[src/rtl/pci_target_claim.sv]
module pci_target_claim #(
  parameter int NREG = 4
) (
  input  logic        clk,
  input  logic        rst_n,
  input  logic        bus_master,
  input  logic        frame_n,
  input  logic        irdy_n,
  input  logic        idsel,
  input  logic [3:0]  cbe_n,
  input  logic [31:0] ad_in,
  output logic [31:0] ad_out,
  output logic        ad_oe,
  output logic        devsel_n,
  output logic        trdy_n,
  output logic        ctl_oe
);
  localparam int IW = (NREG > 1) ? $clog2(NREG) : 1;
  localparam int WB = IW + 2;
  localparam logic [31:0] BMASK = ({32{1'b1}} << WB) | 32'h1;

  typedef enum logic [1:0] {S_IDLE, S_DEC, S_XFER, S_TAR} st_t;

  st_t          st;
  logic         idle_q, rd_q, cfg_q;
  logic [5:0]   cidx_q;
  logic [IW-1:0] ridx_q;
  logic [31:0]  mem_base, io_base;
  logic [31:0]  regs [NREG];

  wire addr_ph = idle_q & ~frame_n;
  wire is_io   = cbe_n[3:1] == 3'b001;
  wire is_mem  = cbe_n[3:1] == 3'b011;
  wire is_cfg  = cbe_n[3:1] == 3'b101;
  wire cfg_hit = is_cfg & idsel & (ad_in[1:0] == 2'b00);
  wire mem_hit = is_mem & mem_base[0] & (ad_in[31:WB] == mem_base[31:WB]);
  wire io_hit  = is_io  & io_base[0]  & (ad_in[31:WB] == io_base[31:WB]);
  wire hit     = addr_ph & ~bus_master & (cfg_hit | mem_hit | io_hit);
  wire wr_go   = (st == S_XFER) & ~irdy_n & ~rd_q;

  assign devsel_n = (st != S_XFER);
  assign trdy_n   = (st != S_XFER);
  assign ctl_oe   = (st == S_XFER) | (st == S_TAR);
  assign ad_oe    = (st == S_XFER) & rd_q;

  always_comb begin
    ad_out = 32'h0;
    if (cfg_q) begin
      if (cidx_q == 6'd0)      ad_out = mem_base;
      else if (cidx_q == 6'd1) ad_out = io_base;
    end else begin
      ad_out = regs[ridx_q];
    end
  end

  always_ff @(posedge clk or negedge rst_n) begin
    if (!rst_n) begin
      st     <= S_IDLE;
      idle_q <= 1'b1;
      rd_q   <= 1'b0;
      cfg_q  <= 1'b0;
      cidx_q <= '0;
      ridx_q <= '0;
    end else begin
      idle_q <= frame_n & irdy_n;
      case (st)
        S_IDLE: if (hit) begin
          st     <= S_DEC;
          rd_q   <= ~cbe_n[0];
          cfg_q  <= is_cfg;
          cidx_q <= ad_in[7:2];
          ridx_q <= ad_in[WB-1:2];
        end
        S_DEC:  st <= S_XFER;
        S_XFER: if (!irdy_n) st <= S_TAR;
        default: st <= S_IDLE;
      endcase
    end
  end

  always_ff @(posedge clk or negedge rst_n) begin
    if (!rst_n) begin
      mem_base <= '0;
      io_base  <= '0;
    end else if (wr_go && cfg_q) begin
      for (int b = 0; b < 4; b++) begin
        if (!cbe_n[b]) begin
          if (cidx_q == 6'd0) mem_base[8*b +: 8] <= ad_in[8*b +: 8] & BMASK[8*b +: 8];
          if (cidx_q == 6'd1) io_base[8*b +: 8]  <= ad_in[8*b +: 8] & BMASK[8*b +: 8];
        end
      end
    end
  end

  always_ff @(posedge clk or negedge rst_n) begin
    if (!rst_n) begin
      for (int i = 0; i < NREG; i++) regs[i] <= '0;
    end else if (wr_go && !cfg_q) begin
      for (int b = 0; b < 4; b++)
        if (!cbe_n[b]) regs[ridx_q][8*b +: 8] <= ad_in[8*b +: 8];
    end
  end

  assert_medium_claim_R7: assert property (@(posedge clk) disable iff (!rst_n)
    (!devsel_n && $past(devsel_n)) |-> $past(!frame_n, 2));

  assert_strobes_paired_R7: assert property (@(posedge clk) disable iff (!rst_n)
    ctl_oe |-> (devsel_n == trdy_n));

  assert_ad_only_when_claimed_R8: assert property (@(posedge clk) disable iff (!rst_n)
    ad_oe |-> (!devsel_n && ctl_oe));

  assert_turnaround_R10: assert property (@(posedge clk) disable iff (!rst_n)
    ($past(!devsel_n) && devsel_n) |-> (ctl_oe && !ad_oe));

  assert_release_R10: assert property (@(posedge clk) disable iff (!rst_n)
    (ctl_oe && devsel_n) |=> !ctl_oe);

  assert_master_quiet_R6: assert property (@(posedge clk) disable iff (!rst_n)
    (addr_ph && bus_master) |=> ##1 devsel_n);
endmodule

[config.mk]
export PLATFORM = sky130hd
export DESIGN_NAME = pci_target_claim
export DESIGN_NICKNAME = d
export VERILOG_FILES = /design/src/rtl/pci_target_claim.sv
export SDC_FILE = /design/constraint.sdc
export NUM_CORES = 1
export LEC_CHECK = 0
export ABC_AREA = 1
export BUFFER_PORTS_ARGS = -buffer_cell sky130_fd_sc_hd__buf_2
export CAP_MARGIN = 20
export CORE_MARGIN = 10
export CORE_UTILIZATION = 55
export DETAILED_ROUTE_END_ITERATION = 8
export HOLD_SLACK_MARGIN = 0.08
export PLACE_DENSITY = 0.73
export SYNTH_ARGS = -nofsm -noshare
export SYNTH_HDL_FRONTEND = slang
export SYNTH_SLANG_ARGS = --single-unit
[constraint.sdc]
create_clock -name clk -period 2.75 [get_ports clk]
set_input_delay 0.275 -clock clk [delete_from_list [all_inputs] [get_ports clk]]
set_output_delay 0.275 -clock clk [all_outputs]
set_load 0.02 [all_outputs]
== Word level (Yosys, flattened, before mapping) ==
Index checks and enable logic that the tools add are counted.
Operators by class
  add/sub/neg operators: 0
  $mul: 0
  divide/modulo/power cells: 0
  magnitude comparators: 2
  equal/unequal tests: 12
  shifts and indexed selects: 0
  muxes and demuxes: 28
  bitwise gates (word level): 25
  reduce and logical (&&, ||, !) cells: 17
Operator list (number)
  $mux W128: 7
  $bwmux W128: 4
  $demux W32 S2: 4
  $mux W32: 6
  $bmux W32 S2: 1
  $eq A28 B28 Y1: 2
  $mux W24: 1
  $reduce_and A3 Y1: 8
  $mux W16: 1
  $and A1 B1 Y1: 13
  $mux W8: 1
  $not A1 Y1: 8
  $eq A6 B1 Y1 const B: 1
  $logic_not A6 Y1: 1
  $ne A2 B2 Y1 const B: 3
  $pmux W2 S3: 1
  $eq A2 B2 Y1 const B: 2
  $logic_not A2 Y1: 2
  $mux W2: 2
  $reduce_and A2 Y1: 2
  $eq A3 B1 Y1 const B: 1
  $eq A3 B2 Y1 const B: 1
  $eq A3 B3 Y1 const B: 1
  $ge A3 B3 Y1 const B: 1
  other kinds (6): 10
Word-level totals
  register bits after elaboration: 199
  latch bits: 0
  bits in writable memories: 0
  memory bits (read-only): 0
  input port bits: 42
  output and inout port bits: 36
  memories: 0

== Longest topological paths before layout ==
Gate-level depths: netlist (run 1).
  depth after elaboration: 16
  depth in mapped cells: 14
  mapped depth without buffers: 14

== Worst setup path before layout (run 1) ==
Ideal clock, no wire load.
  kind: register to output
  start: register cidx_q[3]
  end: output ad_out[26]
  data arrival time: 1767 ps
  required time: 2475 ps
  path slack: 708 ps
  cell stages (with the launch flop): 7
  buffers on the path: 2
  cells stage by stage: dfrtp_1 -> nor2_1 -> nand3_2 -> buf_6 -> buf_6 -> o221a_1 -> a31oi_1
Between the ends
  word-level cells in the longest chain between the ends: 4
  elaborated cells on any way between the ends: 5
Ends and longest elaborated chain
  from (decl): line 26  | logic [5:0] cidx_q;
  from (signal assigned): line 71  | cidx_q <= ad_in[7:2];
  $eq A6 B1 Y1: line 50  | else if (cidx_q == 6'd1) ad_out = io_base;
  $mux W32: line 50
  $mux W32 *: line 49  | if (cidx_q == 6'd0) ad_out = mem_base;
  $mux W32 *: line 48  | if (cfg_q) begin
  to (decl): line 12  | output logic [31:0] ad_out,
Mark *: on every way between the ends. The rest lies on a longest branch, timed or not.

== Worst setup path in the final report (run 1) ==
  start: register cidx_q[1]
  end: output ad_out[10]
The elaborated chain is that of the path after synthesis.

==> out/metrics.csv, run 1 <==
metric,value,unit
result of the run,completed,
total wire length,25600,um
leakage power,4.86,nW
Critical Path Fanout Max,22,
unrepaired setup endpoints after global routing,false,
Final Cell Area,0.0107,sq mm
routability cong.,0.822,
Worst setup SP type,register,
final hold vios,0,
io pins,78,
GRT overflow,0,
vias per cell,5.79,
vias in the first global route,7581,
DR pass1 iterations,5,
CTS H-tree lvls,4,
number of buffers created by CTS,17,
die span in y,151,um
count of different cell masters after synthesis,34,
Core Region,0.0167,sq mm
DIE AREA,0.0229,sq mm
Worst R2R Start,st[0]$_DFFE_PN0P_,
clk_lat worst skew,440,ps
r2r setup slk,310,ps
Total Neg Setup Slack,0,ps
crit path time final,2630,ps
Final HPWL DP,16600,um
Worst Setup SP,cidx_q[1]$_DFFE_PN0P_,
Reg2Reg Capture Point,regs[103]$_DFFE_PN0P_,
gr usage total,23.0,%
Avg Inst Size Synth,8.79,sq um
DRC,0,
post-route ant nets,0,
Inst Count DP,1343,
initial DRC count,785,
antenna cell count,0,
Crit path largest cell delay,530,ps
Synthesized Nets,1123,
worst path arrival time,2350,ps
CTS tree,done,
Initial Utilization,56.7,%
CP Cell Sequence,"nor2_4, nand3_4, buf_12, o221a_1, a31oi_1, buf_2",
Util after Layout,64.3,%
total of warnings raised by yosys,0,
placed instance area,0.0100,sq mm
Min-Delay Path Class,in -> reg,
area grow syn2layout,13.5,%
Post-Syn Instances,1077,
largest net degree at the start of global routing,79,
max-slew violation count,0,
"Seq/Total Area, Yosys",52.1,%
post-CTS setup buffer count,0,
max_cap viols,0,
slowest cell on the critical path,dfrtp_1,
f_max,0.381,GHz
# rows,47,
pre-CTS setup slack,371,ps
Hold WS,111,ps
worst setup path end,ad_out[10],
post-route insts no fill,1379,
share of layout cells above drive strength 1,13.5,%
Max-slew headroom,57.3,%
CP Data Required Time,2480,ps
final period utilization,95.5,%
CTS root buf,clkbuf_16,
Final Setup Violations,0,
CP Class,reg -> out,
nets,1192,
total number of vias,7988,
Final WS setup,124,ps
Power Total,6.58,mW
Max Root-Sink Buffers,2,
synthesized area,0.00947,sq mm
initial antenna violation count,0,
"CTS clk-pin slew, worst paths",70,ps
IO Port Bufs,77,
Slew @ Worst Pin,640,ps
CTS sink cnt,197,
VDD IR-drop max,0.000457,V
#FFs+latches synth,197,
die width,151,um
R2R depth,9,
CP Capture Type,output pin,
DR WL/cell,18.5,um
Pwr Density,612,mW/mm^2
first-pass GRT wire length,41200,um
skew final,9.09,ps
## logic make-up (layout without fill, tap and decap cells)
family / count (synthesis) / after routing / synth area share [%]
flip-flops: 197 / 197 / 52.1
buffers and inverters: 149 / 230 / 6.90
AO/OA/AOI/OAI: 323 / 323 / 21.0
adder cells (fa/ha/maj): 4 / 4 / 0.529
XOR/XNOR: 33 / 33 / 3.05
AND/OR/NAND/NOR: 371 / 372 / 16.4
## worst min path at each step
stage,start,endpoint,slack (ps),cells after the start
2_1_floorplan,rst_n,cfg_q$_DFFE_PN0P_,-20,0
3_3_place_gp,rst_n,mem_base[27]$_DFFE_PN0P_,350,1
3_5_place_dp,rst_n,mem_base[27]$_DFFE_PN0P_,350,1
4_1_cts,ad_in[3],cidx_q[1]$_DFFE_PN0P_,100,3
5_1_grt,ad_in[5],cidx_q[3]$_DFFE_PN0P_,110,3
6_report,ad_in[3],cidx_q[1]$_DFFE_PN0P_,110,3
## layout by cell type (no fill, tap or decap), drive strengths merged
cell type,netlist,routed
nand2,315,315
o21ai,197,197
dfrtp,196,196
inv,99,99
buf,26,93
a22oi,64,64
nor2,32,32
a31oi,29,29
o221a,26,26
clkbuf,22,26
xnor2,22,22
xor2,11,11
nand3,9,10
nand4,8,8
nor3,5,5
a21oi,4,4
ha,4,4
bufinv,0,4
a41oi,3,3
dlygate4sd3,0,3
clkinv,2,3
clkinvlp,0,2
or2,1,1
nor3b,1,1
dfstp,1,1
## sequential cells by signal, summed over array words and instances, names as in the netlist
name,flops
cfg_q,1
cidx_q,6
idle_q,1
io_base,29
mem_base,29
rd_q,1
regs,128
st,2
## routing by layer
layer,track usage [%],vias up,share of wire (%)
met5,0,-,0
met4,5.92,0,1.4
met3,4.45,29,7.2
met2,36.2,288,47
met1,31.9,3898,44
li1,-,3773,-
## Yosys cell counts, drive strengths merged
master | n | area, sq um
o221a | 26 | 293
dfstp | 1 | 26.3
nand2 | 315 | 1220
buf | 26 | 191
nand4 | 8 | 50.1
xnor2 | 22 | 193
clkbuf | 22 | 82.6
nor3 | 5 | 45.0
dfrtp | 196 | 4900
a31oi | 29 | 181
ha | 4 | 50.1
or2 | 1 | 6.26
o21ai | 197 | 986
nor3b | 1 | 7.51
xor2 | 11 | 96.3
nand3 | 9 | 62.6
nor2 | 32 | 168
a21oi | 4 | 20.0
a41oi | 3 | 26.3
clkinv | 2 | 7.51
a22oi | 64 | 480
inv | 99 | 372
## power by group
group / internal, mW / switching, mW / leakage (nW)
clock: 1.67 / 1.08 / 0.316
combinational: 0.257 / 0.510 / 1.81
sequential: 2.99 / 0.0765 / 2.73
total: 4.91 / 1.67 / 4.86
## critical path: cells and delay by family (launching register included)
kind	cells	cell delay [ps]
AOI/OAI and AO/OA	2	510
buffers and inverters	2	480
DFF	1	530
and+or+nand+nor	2	410
## final cells by class
| type | count | area, sq um |
|---|---|---|
| sequential | 197 | 4930 |
| fill | 1467 | 5950 |
| inverter | 101 | 379 |
| timing repair buffer | 97 | 593 |
| multi-input combinational | 732 | 3910 |
| clock inverter | 7 | 140 |
| clock buffer | 25 | 515 |
| tap | 220 | 275 |
## repair_timing
| item | 4_1_cts | 5_1_grt |
|---|---|---|
| cloned | 1 | 0 |
| pin swaps | 1 | 0 |
| resized for setup | 1 | 3 |
| hold buffers | 3 | 0 |
| hold endpoints to repair | 76 | 0 |
| endpoints found under the setup margin | 2 | 11 |
Power figures use the tool's default switching activity.
==> inputs of run 2 (changes only) <==
clock period = 3.35 ns   (was 2.75 ns; I/O delays follow)
==> out/metrics.csv, run 2 (synthesized netlist as in run 1, its figures left out) <==
metric,value,unit
die span in y,151,um
CP Data Required Time,3010,ps
Worst R2R Start,st[0]$_DFFE_PN0P_,
R2R depth,8,
area grow syn2layout,11.7,%
Min-Delay Path Class,in -> reg,
CP Capture Type,output pin,
Slew @ Worst Pin,739,ps
Initial Utilization,56.7,%
DR WL/cell,19.0,um
CTS tree,done,
pre-CTS setup slack,774,ps
share of layout cells above drive strength 1,12.7,%
Max-slew headroom,50.7,%
final period utilization,91.7,%
Top reg by flops,regs,
Final Cell Area,0.0106,sq mm
Reg2Reg Capture Point,regs[83]$_DFFE_PN0P_,
initial antenna violation count,0,
DRC,0,
slowest cell on the critical path,nand3_2,
Crit path largest cell delay,480,ps
Inst Count DP,1337,
max reg flops,128,
max_cap viols,0,
max-slew violation count,0,
CTS root buf,clkbuf_16,
DIE AREA,0.0229,sq mm
# rows,47,
CP Cell Sequence,"nor2_1, nand3_2, buf_4, o221a_1, a31oi_1, buf_2",
vias per cell,5.70,
skew final,5.96,ps
Max Root-Sink Buffers,2,
initial DRC count,809,
Hold Path Depth,3,
routability cong.,0.864,
CP bufs+invs,2,
Top delay family on crit path,simple AND/OR/NAND/NOR gates,
result of the run,completed,
largest registers,"regs x128, io_base x29, mem_base x29",
CP Class,reg -> out,
DR pass1 iterations,5,
Final WS setup,278,ps
first-pass GRT wire length,41600,um
gr usage total,23.3,%
antenna cell count,0,
most frequent cells in the layout,"307 x nand2_1, 196 x dfrtp_1, 165 x o21ai_0, 96 x inv_1, 76 x buf_2",
worst hold path startpoint,irdy_n,
"most common cell after layout, fill and taps aside",nand2_1,
final hold vios,0,
"CTS clk-pin slew, worst paths",70,ps
crit path time final,3070,ps
total wire length,26000,um
nets,1184,
Final Setup Violations,0,
post-route ant nets,0,
f_max,0.326,GHz
Worst setup SP type,register,
clk_lat worst skew,440,ps
Total Neg Setup Slack,0,ps
Core Region,0.0167,sq mm
GRT overflow,0,
Final HPWL DP,17000,um
VDD IR-drop max,0.000404,V
Critical Path Fanout Max,17,
CTS sink cnt,197,
io pins,78,
total number of vias,7809,
unrepaired setup endpoints after global routing,false,
post-CTS resize count,0,
IO Port Bufs,77,
largest net degree at the start of global routing,89,
vias in the first global route,7780,
CTS H-tree lvls,4,
r2r setup slk,810,ps
die width,151,um
post-route insts no fill,1371,
number of buffers created by CTS,17,
leakage power,4.78,nW
hold endpoint,idle_q$_DFF_PN1_,
worst path arrival time,2740,ps
placed instance area,0.00996,sq mm
Pwr Density,494,mW/mm^2
-- run 2: area by class of cell --
class	count	area [sq um]
multi-input combinational	731	3880
sequential	197	4930
clock buffer	23	468
inverter	101	379
tap	220	275
timing repair buffer	90	509
fill	1448	6130
clock inverter	9	128
-- run 2: metal layers --
| layer | routed length (um) | part of all wire [%] | global-route usage (%) | vias to the layer above |
|---|---|---|---|---|
| li1 | - | - | - | 3742 |
| met2 | 12300 | 47 | 37.1 | 256 |
| met3 | 1720 | 6.6 | 5.37 | 38 |
| met4 | 527 | 2.0 | 7.70 | 0 |
| met1 | 11500 | 44 | 31.0 | 3773 |
| met5 | 0 | 0 | 0 | - |
-- run 2: worst max path at each step --
stage	startpoint	to	slack, ps	cells after the start
2_1_floorplan	cidx_q[3]$_DFFE_PN0P_	ad_out[26]	1250	6
3_3_place_gp	cidx_q[3]$_DFFE_PN0P_	ad_out[8]	850	6
3_5_place_dp	cidx_q[3]$_DFFE_PN0P_	ad_out[31]	770	6
4_1_cts	cidx_q[3]$_DFFE_PN0P_	ad_out[31]	310	6
5_1_grt	cidx_q[3]$_DFFE_PN0P_	ad_out[31]	130	6
6_report	cidx_q[2]$_DFFE_PN0P_	ad_out[30]	280	6
-- run 2: report_power, final --
group	internal, mW	switching (mW)	total [mW]
logic	0.202	0.414	0.616
clock network	1.21	0.880	2.09
registers	2.45	0.0648	2.52
-- run 2: worst min-delay path: stages --
cell and delay (ps):
buf_2 120, nand2_1 50, inv_1 30
-- run 2: timing repair --
action | CTS | global route
hold buffers | 2 | 0
hold endpoints to repair | 74 | 0
setup buffers | 0 | 0
-- run 2: through the flow --
step / utilization, % / hold WS, ps / power (mW)
after floorplan: - / 39.4 / 2.93
after global placement: 59.6 / 411 / 3.16
after detailed placement: 59.6 / 411 / 3.17
after CTS: 63.3 / 92.8 / 5.24
after global routing: 63.3 / 125 / 5.41
final: 63.3 / 97.9 / 5.22
==> inputs of run 3 (changes only) <==
==> constraint.sdc (replaced) <==
create_clock -name clk -period 3.35 [get_ports clk]
set_input_delay 0.8375 -clock clk [delete_from_list [all_inputs] [get_ports clk]]
set_output_delay 0.8375 -clock clk [all_outputs]
set_load 0.02 [all_outputs]
==> out/metrics.csv, run 3 (synthesized netlist as in run 1, its figures left out) <==
metric,value,unit
result of the run,completed,
clk_lat worst skew,440,ps
GRT overflow,0,
routability cong.,0.807,
Inst Count DP,1344,
vias per cell,5.78,
total wire length,25300,um
DRC,0,
largest net degree at the start of global routing,79,
Max-slew headroom,54.9,%
most frequent cells in the layout,"307 x nand2_1, 195 x dfrtp_1, 165 x o21ai_0, 95 x inv_1, 76 x buf_2",
IO Port Bufs,77,
post-route ant nets,0,
number of buffers created by CTS,17,
total number of vias,7958,
unrepaired setup endpoints after global routing,false,
"most common cell after layout, fill and taps aside",nand2_1,
die span in y,151,um
share of layout cells above drive strength 1,13.8,%
CTS H-tree lvls,4,
DIE AREA,0.0229,sq mm
f_max,0.309,GHz
Total Neg Setup Slack,0,ps
Pwr Density,479,mW/mm^2
initial antenna violation count,0,
CP Capture Type,output pin,
post-CTS setup buffer count,0,
antenna cell count,0,
Min-Delay Path Class,in -> async,
CP Data Required Time,2510,ps
final period utilization,96.6,%
"CTS clk-pin slew, worst paths",70,ps
Worst setup SP type,register,
post-route insts no fill,1376,
max-slew violation count,0,
largest registers,"regs x128, io_base x29, mem_base x29",
Initial Utilization,56.7,%
final hold vios,0,
CP Class,reg -> out,
register area,0.00493,sq mm
worst path arrival time,2400,ps
initial DRC count,703,
Slew @ Worst Pin,677,ps
VDD IR-drop max,0.000407,V
Final HPWL DP,16800,um
pre-CTS setup slack,531,ps
gr usage total,22.8,%
Final Setup Violations,0,
Final WS setup,113,ps
DR pass1 iterations,5,
DR WL/cell,18.4,um
max_cap viols,0,
nets,1189,
crit path time final,3240,ps
CTS sink cnt,197,
CTS tree,done,
Max Root-Sink Buffers,2,
max reg flops,128,
area of the multi-input gates,0.00388,sq mm
leakage power,4.79,nW
area grow syn2layout,11.9,%
skew final,8.16,ps
Critical Path Fanout Max,27,
io pins,78,
# rows,47,
number of fillers in the final layout,1464,
Top reg by flops,regs,
CTS root buf,clkbuf_16,
Power Total,5.07,mW
Final Cell Area,0.0106,sq mm
Core Region,0.0167,sq mm
placed instance area,0.0100,sq mm
vias in the first global route,7652,
die width,151,um
first-pass GRT wire length,40800,um
-- run 3: final cells by class --
cell class,count,share of cell area [%]
clock buffers,17,4.02
clock inverters,15,1.20
inverters,101,3.61
multi-input cells,731,36.7
flip-flops and latches,197,46.6
well taps,220,2.60
repair buffers,95,5.35
-- run 3: routing by layer --
metal / vias to the layer above / global-route usage (%) / routed length [um]
met1: 3888 / 31.3 / 11300
met4: 0 / 6.06 / 443
met2: 268 / 36.1 / 11900
li1: 3771 / - / -
met5: - / 0 / 0
met3: 31 / 4.62 / 1620
-- run 3: path summary, 6_finish.rpt --
check | startpoint | endpoint | slack (ps) | cells after the start
max | cidx_q[1]$_DFFE_PN0P_ | ad_out[31] | 110 | 5
min | rst_n | regs[91]$_DFFE_PN0P_ | 420 | 1
max reg2reg | st[0]$_DFFE_PN0P_ | regs[21]$_DFFE_PN0P_ | 710 | 9
min reg2reg | regs[50]$_DFFE_PN0P_ | regs[50]$_DFFE_PN0P_ | 490 | 2
max in group asynchronous | rst_n | mem_base[6]$_DFFE_PN0P_ | 2160 | 2
min in group clk | regs[50]$_DFFE_PN0P_ | regs[50]$_DFFE_PN0P_ | 490 | 2
-- run 3: timing repair --
item	CTS	global route
setup endpoints to repair	0	5
endpoints found under the hold margin	0	0
gates resized for setup	0	2
hold buffers	0	0
-- run 3: report_power, final --
group	total, mW	switching [mW]	internal [mW]
Combinational	0.626	0.417	0.209
Clock	1.93	0.964	0.968
Sequential	2.51	0.0620	2.45
-- run 3: critical path: stages, from the launching register on --
cell	delay, ps
dfrtp_1	530
nor2_8	180
nand3_4	410
o221a_2	410
a31oi_1	210
buf_2	210
-- run 3: metrics by stage --
step	hold WS, ps	utilization [%]
floorplan	454	-
global placement	466	60.1
detailed placement	474	60.1
CTS	465	63.4
global route	468	63.4
finish	418	63.4
